`src/rtl/xs3_pkg.sv`:
```
package xs3_pkg;

   // State codes of the serial add-three machine
   typedef enum logic [2:0] {
      ST_0 = 3'b000,
      ST_1 = 3'b001,
      ST_2 = 3'b011,
      ST_3 = 3'b110,
      ST_4 = 3'b100,
      ST_5 = 3'b111,
      ST_6 = 3'b101
   } xs3_state_t;

   localparam int unsigned STATE_W   = 3;
   localparam logic [STATE_W-1:0] CODE_SPARE = 3'b010;

endpackage

```
`src/rtl/xs3_next_logic.sv`:
```
module xs3_next_logic
   import xs3_pkg::*;
(
   input  xs3_state_t st_i,
   input  logic       x_i,
   output xs3_state_t nxt_o,
   output logic       z_o,
   output logic       err_o
);

   always_comb begin
      nxt_o = ST_0;
      z_o   = 1'b0;
      err_o = 1'b0;
      case (st_i)
         ST_0: begin
            nxt_o = x_i ? ST_2 : ST_1;
            z_o   = ~x_i;
         end
         ST_1: begin
            nxt_o = x_i ? ST_4 : ST_3;
            z_o   = ~x_i;
         end
         ST_2: begin
            nxt_o = ST_4;
            z_o   = x_i;
         end
         ST_3: begin
            nxt_o = ST_5;
            z_o   = x_i;
         end
         ST_4: begin
            nxt_o = x_i ? ST_6 : ST_5;
            z_o   = ~x_i;
         end
         ST_5: begin
            nxt_o = ST_0;
            z_o   = x_i;
         end
         ST_6: begin
            nxt_o = ST_0;
            z_o   = ~x_i;
            err_o = x_i;
         end
         default: begin
            nxt_o = ST_0;
         end
      endcase
   end

endmodule

```
`src/rtl/xs3_state_reg.sv`:
```
module xs3_state_reg
   import xs3_pkg::*;
(
   input  logic       clk,
   input  logic       rst,
   input  xs3_state_t nxt_i,
   output xs3_state_t st_o
);

   always_ff @(posedge clk) begin
      if (rst) st_o <= ST_0;
      else     st_o <= nxt_i;
   end

   // the cycle after a reset edge starts from the initial state
   p_reset_start_r8: assert property (@(posedge clk) disable iff (rst)
      $past(rst) |-> st_o == ST_0);

   // the spare code is never entered
   p_no_spare_r5: assert property (@(posedge clk) disable iff (rst)
      st_o != CODE_SPARE);

endmodule

```
`src/rtl/xs3_out_stage.sv`:
```
module xs3_out_stage #(
   parameter int unsigned REG_OUT = 0
) (
   input  logic clk,
   input  logic rst,
   input  logic z_c_i,
   input  logic err_c_i,
   output logic z_o,
   output logic err_o
);

   generate
      if (REG_OUT == 1) begin : g_reg
         always_ff @(posedge clk) begin
            if (rst) begin
               z_o   <= 1'b0;
               err_o <= 1'b0;
            end else begin
               z_o   <= z_c_i;
               err_o <= err_c_i;
            end
         end

         // registered copy trails the combinational value by one clock
         p_delay_r9: assert property (@(posedge clk) disable iff (rst)
            !$past(rst) |-> (z_o == $past(z_c_i)) && (err_o == $past(err_c_i)));
      end else if (REG_OUT == 0) begin : g_comb
         assign z_o   = z_c_i;
         assign err_o = err_c_i;
      end else begin : g_bad
         $error("xs3_out_stage: REG_OUT must be 0 or 1");
      end
   endgenerate

endmodule

```
`src/rtl/serial_xs3_conv.sv`:
```
module serial_xs3_conv
   import xs3_pkg::*;
#(
   parameter int unsigned REG_OUT = 0
) (
   input  logic clk,
   input  logic rst,
   input  logic x_i,
   output logic z_o,
   output logic err_o
);

   xs3_state_t st;
   xs3_state_t nxt;
   logic       z_n;
   logic       err_n;
   logic       z_c;
   logic       err_c;

   xs3_next_logic u_next (
      .st_i  (st),
      .x_i   (x_i),
      .nxt_o (nxt),
      .z_o   (z_n),
      .err_o (err_n)
   );

   xs3_state_reg u_state (
      .clk   (clk),
      .rst   (rst),
      .nxt_i (nxt),
      .st_o  (st)
   );

   // reset silences both outputs
   assign z_c   = z_n & ~rst;
   assign err_c = err_n & ~rst;

   xs3_out_stage #(.REG_OUT(REG_OUT)) u_out (
      .clk     (clk),
      .rst     (rst),
      .z_c_i   (z_c),
      .err_c_i (err_c),
      .z_o     (z_o),
      .err_o   (err_o)
   );

   // from the initial state the next state reflects the first bit
   p_first_bit_r1: assert property (@(posedge clk) disable iff (rst)
      (st == ST_0) |=> (st == ST_1 || st == ST_2));

   // the fourth bit always returns to the initial state
   p_digit_end_r5: assert property (@(posedge clk) disable iff (rst)
      (st == ST_5 || st == ST_6) |=> st == ST_0);

   // an error cycle is followed by a fresh digit
   p_err_restart_r6: assert property (@(posedge clk) disable iff (rst)
      err_c |=> st == ST_0);

   // an error cycle drives a zero
   p_err_zero_r6: assert property (@(posedge clk) disable iff (rst)
      err_c |-> !z_c);

endmodule

```
`config.mk`:
```
export PLATFORM = sky130hd
export DESIGN_NAME = serial_xs3_conv
export DESIGN_NICKNAME = d
export VERILOG_FILES = /design/src/rtl/xs3_pkg.sv /design/src/rtl/xs3_next_logic.sv /design/src/rtl/xs3_state_reg.sv /design/src/rtl/xs3_out_stage.sv /design/src/rtl/serial_xs3_conv.sv
export SDC_FILE = /design/constraint.sdc
export NUM_CORES = 1
export LEC_CHECK = 0
export BUFFER_PORTS_ARGS = -buffer_cell sky130_fd_sc_hd__buf_2
export CAP_MARGIN = 15
export CORE_AREA = 8 8 45 47
export CTS_CLUSTER_DIAMETER = 200
export DETAILED_ROUTE_END_ITERATION = 8
export DIE_AREA = 0 0 53 55
export PLACE_DENSITY = 0.35
export SLEW_MARGIN = 20
export SYNTH_ARGS = -nofsm -noshare
export SYNTH_HDL_FRONTEND = slang
export SYNTH_SLANG_ARGS = --single-unit
```
`constraint.sdc`:
```
create_clock -name clk -period 1.1 [get_ports clk]
set_input_delay 0.11 -clock clk [delete_from_list [all_inputs] [get_ports clk]]
set_output_delay 0.11 -clock clk [all_outputs]
set_load 0.005 [all_outputs]
```
==> metrics.csv <==
stage,metric,value,unit
run_status,status,finished with violations,
run_status,failing checks,setup timing,
cts,postcts setup bufs,0,
critical_path,worst path cell trace,or2_1 -> a21oi_2 -> buf_2,
critical_path,crit-path max FO,5,
floorplanning,Core Rows,14,
layout,Area Overhead vs Synth,49.17,%
global_routing,vias in the first global route,124,
global_routing,gr usage total,0.03330,
sta,Final Cycle Share,1.030,
logic_synthesis,Adder-Cell Fraction of Synth Area,0,
min_path,Worst Hold Depth,2,
global_routing,pin count of the biggest net entering global routing,8,
floorplanning,Die Span X,53,um
power,Tot Pwr,0.4256,mW
drt,DRC,0,
sta,minimum hold slack,0.1174,ns
critical_path,crit path DAT,1.02,ns
critical_path,slowest cell delay on critical path,0.33,ns
logic_synthesis,Yosys reg bits,3,
drt,Avg WL per Cell,9.238,um
cts,H-tree levels,1,
cts,CTS tree,yes,
critical_path,element type at the critical path end,output port,
logic_synthesis,Ys Warns,0,
place,Placed Instances,38,
flow_run,Max Cap Violations,0,
logic_synthesis,post-synth cell types,14,
logic_synthesis,Compound-Gate Fraction of Synth Area,0.1750,
place,GP Congestion,0.6023,
sta,Final Max Slew Viols,0,
layout,n_diodes,0,
floorplanning,initial core utilization,0.1085,
layout,"commonest non-fill, non-tap cells in the layout","buf_2, clkbuf_4, dfxtp_2",
sta,Peak Freq,882.8,MHz
logic_synthesis,fraction of synthesized area in multiplexers,0,
critical_path,startpoint types,flip-flop,
floorplanning,Core Region,0.001384,mm^2
sta,Final Hold Viols,0,
logic_synthesis,mapped cell area,150.1,um^2
layout,Top reg by flops,u_state.st_o,
place,PortBufs,4,
logic_synthesis,largest family of logic cells by synthesized area,simple AND/OR/NAND/NOR gates,
layout,"commonest non-fill, non-tap cell in the layout",buf_2,
global_routing,gr ovfl total,0,
cts,clock sink count,3,
critical_path,cell count of the worst reg-to-reg path,3,
drt,Iter 0 DRT Violations,1,
power,PwrDens,1900,mW/mm^2
drt,post-DR vias/cell,3.738,
layout,Final Non-Filler Cells,42,
drt,Detailed Route WL,388,um
sta,# setup viols final,1,
sta,Slew @ Worst Pin,0.1887,ns
layout,# fillers,154,
logic_synthesis,Syn Nets,21,
critical_path,Setup CP Type,reg2out,
cts,Worst-Skew Late Latency,0.23,ns
layout,Total Nets Final,30,
floorplanning,IO Pins,5,
critical_path,slowest CP cell,dfxtp_2,
sta,RSZ-0062 raised after global routing,true,
layout,biggest regs,u_state.st_o x3,
logic_synthesis,sequential fraction of the synthesis area,0.4000,
layout,Largest register FFs,3,
cts,Clock Pin Slew Worst Setup and Hold Paths,0.04,ns
floorplanning,Die ar.,0.002915,mm^2
power,leakage power figure,0.08271,nW
cts,CTS max path bufs,2,
cts,Num CTS Buffers,3,
drt,via count,157,
floorplanning,die height,55,um
layout,layout cells sized above 1,0.4231,
sta,Period minus WS final,1.133,ns
sta,Slew Limit Headroom,0.8736,
cts,Root Buffer,clkbuf_4,
drt,post-route ant nets,0,
logic_synthesis,XOR/XNOR Fraction of Synth Area,0.05833,
place,Placement Setup Slack,0.05415,ns
min_path,Hold Crit Class,in2reg,
layout,Layout Utilization,0.1618,
sta,Clock Skew,0.004793,ns
global_routing,initial antenna violation count,0,
sta,slack of the critical path,-0.03280,ns
critical_path,Critical Path RT,0.99,ns
drt,drt first pass iters,2,
logic_synthesis,synthesized area per cell,8.341,um^2
logic_synthesis,cell count after synthesis,18,
logic_synthesis,post-synthesis simple-gate area fraction,0.3417,
cts,cts-stage hold buffer count,0,
power,Max VDD drop,562.0,uV
global_routing,first-pass GRT wire length,600,um
[synth_stat cells]
master | n | area (um^2)
dfxtp_1 | 3 | 60.06
nand2b_1 | 2 | 12.51
or3_1 | 2 | 12.51
a211oi_1 | 1 | 7.510
a21oi_1 | 1 | 5.000
a31oi_1 | 1 | 6.260
inv_1 | 1 | 3.750
nand2_1 | 1 | 3.750
nand3b_1 | 1 | 7.510
nor2_1 | 1 | 3.750
nor3_1 | 1 | 5.000
o211ai_1 | 1 | 7.510
or2_0 | 1 | 6.260
xnor2_1 | 1 | 8.760
[what timing repair did]
action                     CTS  global route
pin swaps                    2             2
resized for setup            3             2
setup endpoints to repair    2             3
[metal layers]
metal  up-vias  wire (um)  GRT usage
met5         -          0          0
li1         79          -          -
met3         2         70    0.04545
met2         8        119    0.02344
met1        68        189    0.03485
met4         0          8    0.03879
[worst max-delay path: cells and delay by family, from the launching register on]
kind / cells / cell delay, ns
AND/OR/NAND/NOR: 1 / 0.21
AO/OA/AOI/OAI: 1 / 0.12
buffers and inverters: 1 / 0.12
flip-flops: 1 / 0.33
[path summary, 6_finish.rpt]
check	startpoint	endpoint	slack [ns]
setup / recovery	u_state.st_o[1]$_SDFF_PP0_	z_o	-0.03
hold / removal	rst	u_state.st_o[2]$_SDFF_PP0_	0.12
setup reg to reg	u_state.st_o[1]$_SDFF_PP0_	u_state.st_o[1]$_SDFF_PP0_	0.04
hold reg to reg	u_state.st_o[0]$_SDFF_PP0_	u_state.st_o[0]$_SDFF_PP0_	0.47
[cell type report]
type	count	area, um^2	area share
repair buffers	4	20.02	0.08939
clock buffers	4	26.28	0.1173
well taps	16	20.02	0.08939
multi-input cells	14	90.09	0.4022
flip-flops and latches	3	63.81	0.2849
inverters	1	3.754	0.01676
[cells by family (layout without fill, tap and decap cells)]
| group | Yosys count | count (layout) |
|---|---|---|
| flip-flops | 3 | 3 |
| AO/OA/AOI/OAI | 4 | 4 |
| buffers and inverters | 1 | 9 |
| AND/OR/NAND/NOR | 9 | 9 |
| XOR/XNOR | 1 | 1 |
[power by group]
part	internal, mW	switching [mW]
Clock	0.136	0.0577
Sequential	0.134	0.0283
Combinational	0.0399	0.0299
[stage by stage]
| stage | area (um^2) | TNS, ns |
|---|---|---|
| after floorplan | 150.1 | 0 |
| after global placement | 190.2 | 0 |
| after detailed placement | 190.2 | 0 |
| after CTS | 220.2 | -0.02227 |
| after global routing | 224.0 | -0.1655 |
| final | 224.0 | -0.03280 |
No activity file was read; power rests on OpenSTA's default activity.
